==> src/rtl/sbl_pkg.sv <==
package sbl_pkg;
  // Mirroring codes carried on the mirror output
  typedef enum logic [1:0] {
    MIR_ONE_LO = 2'd0,
    MIR_ONE_HI = 2'd1,
    MIR_VERT   = 2'd2,
    MIR_HORZ   = 2'd3
  } mirror_e;

  // Control register field positions
  localparam int CTL_PRG_SPLIT = 3;  // 16 KB windows when set
  localparam int CTL_PRG_LOSW  = 2;  // lower window switchable when set
  localparam int CTL_CHR_SPLIT = 4;  // two 4 KB pattern windows when set
  localparam logic [4:0] CTL_RESET = 5'h0C;
endpackage

==> src/rtl/sbl_mode_reg.sv <==
module sbl_mode_reg #(
  parameter int DATA_W = 8,
  parameter int ADDR_W = 16
) (
  input  logic              clk,
  input  logic              rst,
  input  logic              wr_en,
  input  logic [ADDR_W-1:0] addr,
  input  logic [DATA_W-1:0] wdata,
  output logic [DATA_W-1:0] mode_q,
  output logic              hard_clr,
  output logic              ser_wr
);
  logic mode_hit;

  assign mode_hit = wr_en && !addr[ADDR_W-1] && addr[ADDR_W-2] && addr[8];
  assign hard_clr = mode_hit && addr[0];
  assign ser_wr   = wr_en && addr[ADDR_W-1] && mode_q[1];

  always_ff @(posedge clk) begin
    if (rst)           mode_q <= '0;
    else if (mode_hit) mode_q <= wdata;
  end
endmodule

==> src/rtl/sbl_shifter.sv <==
module sbl_shifter #(
  parameter int SHIFT_LEN = 5,
  parameter int CNT_W     = $clog2(SHIFT_LEN + 1)
) (
  input  logic                 clk,
  input  logic                 rst,
  input  logic                 ser_wr,
  input  logic                 bit_in,
  input  logic                 abort_in,
  input  logic                 hard_clr,
  output logic                 commit,
  output logic                 abort,
  output logic [SHIFT_LEN-1:0] value,
  output logic [CNT_W-1:0]     bit_cnt
);
  localparam logic [CNT_W-1:0] LAST = CNT_W'(SHIFT_LEN - 1);

  logic [SHIFT_LEN-2:0] buf_q;

  assign abort  = ser_wr && abort_in;
  assign commit = ser_wr && !abort_in && (bit_cnt == LAST);
  assign value  = {bit_in, buf_q};

  always_ff @(posedge clk) begin
    if (rst || hard_clr || abort || commit) begin
      buf_q   <= '0;
      bit_cnt <= '0;
    end else if (ser_wr) begin
      for (int i = 0; i < SHIFT_LEN - 1; i++)
        if (bit_cnt == CNT_W'(i)) buf_q[i] <= bit_in;
      bit_cnt <= bit_cnt + 1'b1;
    end
  end
endmodule

==> src/rtl/sbl_regfile.sv <==
module sbl_regfile
  import sbl_pkg::*;
#(
  parameter int REG_W    = 5,
  parameter int NUM_REGS = 4,
  parameter int IDX_W    = $clog2(NUM_REGS)
) (
  input  logic                            clk,
  input  logic                            rst,
  input  logic                            commit,
  input  logic [IDX_W-1:0]                idx,
  input  logic [REG_W-1:0]                value,
  input  logic                            abort,
  input  logic                            hard_clr,
  output logic [NUM_REGS-1:0][REG_W-1:0]  regs
);
  // Register 0: control
  always_ff @(posedge clk) begin
    if (rst || hard_clr)           regs[0] <= CTL_RESET;
    else if (abort)                regs[0] <= regs[0] | CTL_RESET;
    else if (commit && idx == '0)  regs[0] <= value;
  end

  // Banking registers; the last one (program) is also cleared by hard_clr
  for (genvar g = 1; g < NUM_REGS; g++) begin : g_bank
    localparam bit CLR_ON_MODE = (g == NUM_REGS - 1);
    always_ff @(posedge clk) begin
      if (rst || (CLR_ON_MODE && hard_clr))    regs[g] <= '0;
      else if (commit && idx == IDX_W'(g))     regs[g] <= value;
    end
  end
endmodule

==> src/rtl/sbl_decode.sv <==
module sbl_decode
  import sbl_pkg::*;
#(
  parameter int REG_W    = 5,
  parameter int NUM_REGS = 4,
  parameter int PRG_W    = 4,
  parameter int CHR8_W   = REG_W - 1
) (
  input  logic                           clk,
  input  logic                           rst,
  input  logic [NUM_REGS-1:0][REG_W-1:0] regs,
  output logic [PRG_W-1:0]               prg16_lo,
  output logic [PRG_W-1:0]               prg16_hi,
  output logic [PRG_W-2:0]               prg32,
  output logic [REG_W-1:0]               chr4_lo,
  output logic [REG_W-1:0]               chr4_hi,
  output logic [CHR8_W-1:0]              chr8,
  output logic [1:0]                     mirror
);
  logic [REG_W-1:0]  ctl;
  logic [PRG_W-1:0]  pbank;
  logic [PRG_W-1:0]  n_plo, n_phi;
  logic [REG_W-1:0]  n_clo, n_chi;
  mirror_e           n_mir;

  assign ctl   = regs[0];
  assign pbank = regs[NUM_REGS-1][PRG_W-1:0];

  always_comb begin
    if (!ctl[CTL_PRG_SPLIT]) begin
      n_plo = {pbank[PRG_W-1:1], 1'b0};
      n_phi = {pbank[PRG_W-1:1], 1'b1};
    end else if (ctl[CTL_PRG_LOSW]) begin
      n_plo = pbank;
      n_phi = '1;
    end else begin
      n_plo = '0;
      n_phi = pbank;
    end
    if (ctl[CTL_CHR_SPLIT]) begin
      n_clo = regs[1];
      n_chi = regs[2];
    end else begin
      n_clo = {regs[1][REG_W-1:1], 1'b0};
      n_chi = {regs[1][REG_W-1:1], 1'b1};
    end
    n_mir = mirror_e'(ctl[1:0]);
  end

  always_ff @(posedge clk) begin
    if (rst) begin
      prg16_lo <= '0;
      prg16_hi <= '1;
      prg32    <= '0;
      chr4_lo  <= '0;
      chr4_hi  <= REG_W'(1);
      chr8     <= '0;
      mirror   <= MIR_ONE_LO;
    end else begin
      prg16_lo <= n_plo;
      prg16_hi <= n_phi;
      prg32    <= pbank[PRG_W-1:1];
      chr4_lo  <= n_clo;
      chr4_hi  <= n_chi;
      chr8     <= regs[1][REG_W-1:1];
      mirror   <= n_mir;
    end
  end
endmodule

==> src/rtl/serial_bank_loader.sv <==
module serial_bank_loader #(
  parameter int ADDR_W    = 16,
  parameter int DATA_W    = 8,
  parameter int SHIFT_LEN = 5,
  parameter int NUM_REGS  = 4,
  parameter int PRG_W     = 4
) (
  input  logic                 clk,
  input  logic                 rst,
  input  logic                 wr_en,
  input  logic [ADDR_W-1:0]    addr,
  input  logic [DATA_W-1:0]    wdata,
  output logic [PRG_W-1:0]     prg16_lo,
  output logic [PRG_W-1:0]     prg16_hi,
  output logic [PRG_W-2:0]     prg32,
  output logic [SHIFT_LEN-1:0] chr4_lo,
  output logic [SHIFT_LEN-1:0] chr4_hi,
  output logic [SHIFT_LEN-2:0] chr8,
  output logic [1:0]           mirror
);
  localparam int CNT_W = $clog2(SHIFT_LEN + 1);
  localparam int IDX_W = $clog2(NUM_REGS);

  logic [DATA_W-1:0]                      mode_q;
  logic                                   hard_clr, ser_wr, commit, abort;
  logic [SHIFT_LEN-1:0]                   value;
  logic [CNT_W-1:0]                       bit_cnt;
  logic [NUM_REGS-1:0][SHIFT_LEN-1:0]     regs;

  sbl_mode_reg #(.DATA_W(DATA_W), .ADDR_W(ADDR_W)) u_mode (
    .clk(clk), .rst(rst), .wr_en(wr_en), .addr(addr), .wdata(wdata),
    .mode_q(mode_q), .hard_clr(hard_clr), .ser_wr(ser_wr)
  );

  sbl_shifter #(.SHIFT_LEN(SHIFT_LEN), .CNT_W(CNT_W)) u_shift (
    .clk(clk), .rst(rst), .ser_wr(ser_wr), .bit_in(wdata[0]),
    .abort_in(wdata[DATA_W-1]), .hard_clr(hard_clr), .commit(commit),
    .abort(abort), .value(value), .bit_cnt(bit_cnt)
  );

  sbl_regfile #(.REG_W(SHIFT_LEN), .NUM_REGS(NUM_REGS), .IDX_W(IDX_W)) u_rf (
    .clk(clk), .rst(rst), .commit(commit),
    .idx(addr[ADDR_W-2 -: IDX_W]), .value(value), .abort(abort),
    .hard_clr(hard_clr), .regs(regs)
  );

  sbl_decode #(.REG_W(SHIFT_LEN), .NUM_REGS(NUM_REGS), .PRG_W(PRG_W)) u_dec (
    .clk(clk), .rst(rst), .regs(regs), .prg16_lo(prg16_lo),
    .prg16_hi(prg16_hi), .prg32(prg32), .chr4_lo(chr4_lo),
    .chr4_hi(chr4_hi), .chr8(chr8), .mirror(mirror)
  );
endmodule

==> config.mk <==
export PLATFORM = sky130hd
export DESIGN_NAME = serial_bank_loader
export DESIGN_NICKNAME = d
export VERILOG_FILES = /design/src/rtl/sbl_pkg.sv /design/src/rtl/sbl_mode_reg.sv /design/src/rtl/sbl_shifter.sv /design/src/rtl/sbl_regfile.sv /design/src/rtl/sbl_decode.sv /design/src/rtl/serial_bank_loader.sv
export SDC_FILE = /design/constraint.sdc
export NUM_CORES = 1
export LEC_CHECK = 0
export ABC_AREA = 1
export BUFFER_PORTS_ARGS = -buffer_cell sky130_fd_sc_hd__buf_2
export CAP_MARGIN = 0
export CORE_MARGIN = 3
export CORE_UTILIZATION = 55
export CTS_CLUSTER_SIZE = 10
export DETAILED_ROUTE_END_ITERATION = 12
export MAX_ROUTING_LAYER = met4
export PLACE_DENSITY_LB_ADDON = 0.25
export SYNTH_ARGS = -nofsm -noshare
export SYNTH_HDL_FRONTEND = slang
export SYNTH_SLANG_ARGS = --single-unit
==> constraint.sdc <==
create_clock -name clk -period 1.95 [get_ports clk]
set_input_delay 0.39 -clock clk [delete_from_list [all_inputs] [get_ports clk]]
set_output_delay 0.39 -clock clk [all_outputs]
set_load 0.05 [all_outputs]
After elaboration in Yosys (flattened, before gate mapping)
Cells that the tools add are included.
{"block": "totals", "regBits": 55}
{"block": "classes", "addsub": 1, "n_eq_ne": 7, "n_mux": 5, "bitwise": 4, "reduce_logical": 29}
{"op": "$mux W4", "count": 4}
{"op": "$logic_and A1 B1 Y1", "count": 13}
{"op": "$reduce_and A2 Y1", "count": 5}
{"op": "$eq A3 B2 Y1 const B", "count": 2}
{"op": "$reduce_or A3 Y1", "count": 2}
{"op": "$mux W5", "count": 1}
{"op": "$eq A2 B2 Y1 const B", "count": 2}
{"op": "$not A1 Y1", "count": 4}
{"op": "$reduce_or A2 Y1", "count": 2}
{"op": "$add A3 B1 Y3 const B", "count": 1}
{"op": "$eq A3 B1 Y1 const B", "count": 1}
{"op": "$eq A3 B3 Y1 const B", "count": 1}
{"op": "$logic_not A3 Y1", "count": 1}
{"op": "$logic_or A1 B1 Y1", "count": 3}
{"op": "$eq A2 B1 Y1 const B", "count": 1}
{"op": "$logic_not A1 Y1", "count": 2}
{"op": "$logic_not A2 Y1", "count": 1}

Logic depth before layout (Yosys ltp)
{"block": "depth", "word_depth": 8, "ltp_mapped": 9, "depth_no_buf": 9}

By module
From an unflattened synthesis, not the netlist that was laid out.
{"block": "unflattened", "cells_unflattened": 320, "area_unflattened_um2": 2437.3}
{"mod": "sbl_regfile", "instances": 1, "cells_per_inst": 120, "area_each_um2": 849.6}
{"mod": "sbl_decode", "instances": 1, "cells_per_inst": 78, "area_each_um2": 725.7}
{"mod": "sbl_shifter", "instances": 1, "cells_per_inst": 63, "area_each_um2": 447.9}
{"mod": "sbl_mode_reg", "instances": 1, "cells_per_inst": 59, "area_each_um2": 414.1}

Least setup slack after synthesis
No wires, ideal clock.
{"block": "synth_timing", "path_type": "flip-flop to output port", "startpoint": "register u_dec.chr8[0]", "endpoint": "output port chr8[0]", "t_arrival_ps": 894, "setup_slack_ps": 666, "path_stages_with_launch": 2, "n_path_buf": 1, "cell_sequence": "dfxtp_1 > buf_4"}
{"item": "from (decl)", "line": "sbl_decode.sv:17", "text": "output logic [CHR8_W-1:0] chr8,"}
{"item": "from (signal assigned)", "line": "sbl_decode.sv:65", "text": "chr8 <= regs[1][REG_W-1:1];"}
{"item": "to (decl)", "line": "serial_bank_loader.sv:18", "text": "output logic [SHIFT_LEN-2:0] chr8,"}
No word-level cell between the ends.

Worst setup path after layout
{"block": "layout_timing", "startpoint": "register u_shift.bit_cnt[0]", "endpoint": "register u_rf.regs[8] (netlist bit)"}
{"block": "layout_between", "elab_chain_len": 3}
{"item": "from (decl)", "line": "sbl_shifter.sv:14", "text": "output logic [CNT_W-1:0] bit_cnt"}
{"item": "from (signal assigned)", "line": "sbl_shifter.sv:31", "text": "bit_cnt <= bit_cnt + 1'b1;"}
{"item": "$eq A3 B3 Y1", "line": "sbl_shifter.sv:21", "text": "assign commit = ser_wr && !abort_in && (bit_cnt == LAST);"}
{"item": "$logic_and A1 B1 Y1", "line": "sbl_shifter.sv:21"}
{"item": "$logic_and A1 B1 Y1", "line": "sbl_regfile.sv:29", "text": "else if (commit && idx == IDX_W'(g)) regs[g] <= value;"}
{"item": "to (signal, indexed assignment)", "line": "sbl_regfile.sv:29"}
{"item": "to (decl)", "line": "sbl_regfile.sv:15", "text": "output logic [NUM_REGS-1:0][REG_W-1:0] regs"}
Every way passes these cells.
A chain may end at the register's enable or synchronous reset.

==> impl_metrics.yaml <==
route:
  drt_first_pass_iters: 4
  drt-total-wl_mm: 3.60
  ant_nets: 0
  detail_route.wl_per_cell_microns: 9.67
  drc_errors: 0
  vias: 1669
  vias_per_cell: 4.49
  drt_iter0_markers: 93
critical_path:
  worst_setup_path_start_kind: "flop"
  cp_max_fo: 19
  endpoint_kind: "flop"
  critPathKind: "reg -> reg"
  max_stage_delay_ns: 0.35
  critPathRequiredTime_ns: 2.20
  path_cells: "inv_1 > ha_1 > nand3_2 > nor2_4 > nand2_1 > nand2_1 > inv_1 > nor2_1"
  worstPathArrival_ns: 1.88
  critPathSlowestCell: "dfxtp_1"
layout:
  utilization_pct: 68.6
  antenna_cells: 0
  syn2layout_area_growth_pct: 15.6
  final_nets: 357
  final_cell_mix: "nand2_1 (63), inv_1 (61), dfxtp_1 (50), nor2_1 (49), buf_2 (37)"
  post-route-cell-area_sq_um: 2380
  layout-drive-gt1-share_pct: 16.0
  final_common_cell: "nand2_1"
floorplan:
  fp.coreArea_sq_um: 3470
  start_util_pct: 59.3
  ios: 54
  die-area_sq_um: 4510
  die_x_microns: 67.2
  die_h_microns: 67.2
  rows: 21
global_route:
  antenna_found_initial: 0
  grt_max_degree: 20
  grt_pass1_wl_mm: 6.12
  grt_pass1_vias: 1457
  grtUsageTotal_pct: 18.5
  gr-total-overflow: 0
power:
  power_leakage_nw: 1.19
  powerDensity_nw_per_um2: 773
  p_total_w: 0.00184
  peakVddDrop_v: 0.000552
cts:
  clk_path_buf_depth: 2
  cts_setup_buffers: 0
  clk_latency_ns: 0.30
  numCtsBuffers: 5
  htree_levels: 2
  cts_tree: "done"
  clockRootBuffer: "clkbuf_8"
  cts.repair.resized: 0
  clkTransAtPathRegs_ns: 0.09
  cts_hold_buffers: 0
  cts_sinks: 50
synthesis:
  synthTopCellsByArea: "dfxtp_1 (49%), nand2_1 (11%), inv_1 (11%), nor2_1 (8.9%), nand3_1 (7.5%)"
  yosys_warnings: 0
  ys_types: 18
  ys_ff_latch: 50
  syn_nets: 320
  synth_top_cell_area_share_pct: 48.6
  syn_inst: 288
  synth_top_area_cell: "dfxtp_1"
  synth_area_per_cell_sq_um: 7.15
  synth.cell_area_sq_um: 2060
  ys_seq_area_share_pct: 48.6
sta:
  finClkSkew_ns: 0.00983
  setup_violations: 0
  rsz0062_at_grt: "false"
  post-route-period-util_pct: 83.7
  fin_crit_ns: 1.63
  fmax_ghz: 0.613
  hold_viol: 0
  finalSetupTns_ns: 0
  worst_slew_pin_slew_ns: 0.417
  slew_headroom_pct: 72.1
  drv_slew: 0
run:
  drv_cap: 0
placement:
  dp_hpwl_mm: 2.58
  placed_cell_area_sq_um: 2260
  port_buffers: 37
  routabilityCongestion: 0.817
hold_path:
  hold_path_class: "in -> reg"
outcome:
  status: "completed"
==> Yosys cell counts <==
cell and instances:
a21oi_1 5, buf_2 2, buf_4 5, buf_6 1, clkbuf_1 2, dfxtp_1 50
ha_1 5, inv_1 61, nand2_1 63, nand2_4 1, nand3_1 31, nand3_2 2
nand4_1 2, nor2_1 49, nor2_4 1, nor3_1 5, o21ai_0 2, xor2_1 1
==> metal layers <==
layer / wire, microns / track usage [%] / part of all wire, %
met1: 1690 / 22.2 / 47
met2: 1680 / 29.6 / 47
met3: 151 / 3.99 / 4.2
met4: 68 / 8.35 / 1.9
met5: 0 / - / 0
==> worst max-delay path, delay by kind of cell (launching register included) <==
family	cells	cell delay (ns)
and+or+nand+nor	5	0.89
buffers and inverters	2	0.13
DFF	1	0.35
adders and majority gates	1	0.20
==> kinds of logic (layout without fill, tap and decap cells) <==
logic type                 after synthesis  count (layout)  synth area share, %
xor gates and xnor gates                 1               1                0.426
AOI/OAI and AO/OA                        7               7                 1.70
buffers and inverters                   71             109                 14.3
and+or+nand+nor                        154             154                 31.9
adders and majority gates                5               5                 3.04
DFF                                     50              50                 48.6
==> registers in the layout (all words and copies together) (netlist names) <==
name and cells:
u_dec.chr4_hi 5, u_dec.chr4_lo 1, u_dec.chr8 4, u_dec.mirror 2, u_dec.prg16_hi 4, u_dec.prg16_lo 4
u_dec.prg32 3, u_mode.mode_q 1, u_rf.regs 19, u_shift.bit_cnt 3, u_shift.buf_q 4
==> stage by stage <==
stage / cells / hold slack (ns) / setup slack (ns)
4_1_cts: 372 / 0.340 / 0.298
6_report: 372 / 0.341 / 0.318
5_1_grt: 372 / 0.371 / 0.101
3_5_place_dp: 364 / 0.418 / 0.337
2_1_floorplan: 288 / 0.399 / 0.666
3_3_place_gp: 364 / 0.418 / 0.363
==> cell type report <==
| class | instances | area (sq um) |
|---|---|---|
| multi-input cells | 167 | 762 |
| repair buffers | 40 | 208 |
| well taps | 46 | 57.6 |
| clock buffers | 6 | 82.6 |
| clock inverters | 2 | 38.8 |
| fillers | 318 | 1090 |
| flip-flops and latches | 50 | 1000 |
| inverters | 61 | 229 |
==> final timing paths <==
path | from | to | slack [ns] | cells after the start
setup / recovery | u_shift.bit_cnt[0]$_SDFFE_PP0P_ | u_rf.regs[8]$_SDFFE_PP0P_ | 0.32 | 8
hold / removal | wdata[1] | u_mode.mode_q[1]$_SDFFE_PP0P_ | 0.34 | 3
setup reg to reg | u_shift.bit_cnt[0]$_SDFFE_PP0P_ | u_rf.regs[8]$_SDFFE_PP0P_ | 0.32 | 8
hold reg to reg | u_rf.regs[0]$_SDFFE_PP0P_ | u_dec.mirror[0]$_SDFF_PP0_ | 0.43 | 2
==> power breakdown <==
part / internal [W] / switching, W
logic: 0.0000180 / 0.0000421
registers: 0.00102 / 0.000000797
clock network: 0.000422 / 0.000336
(Power assumes the default switching activity.)
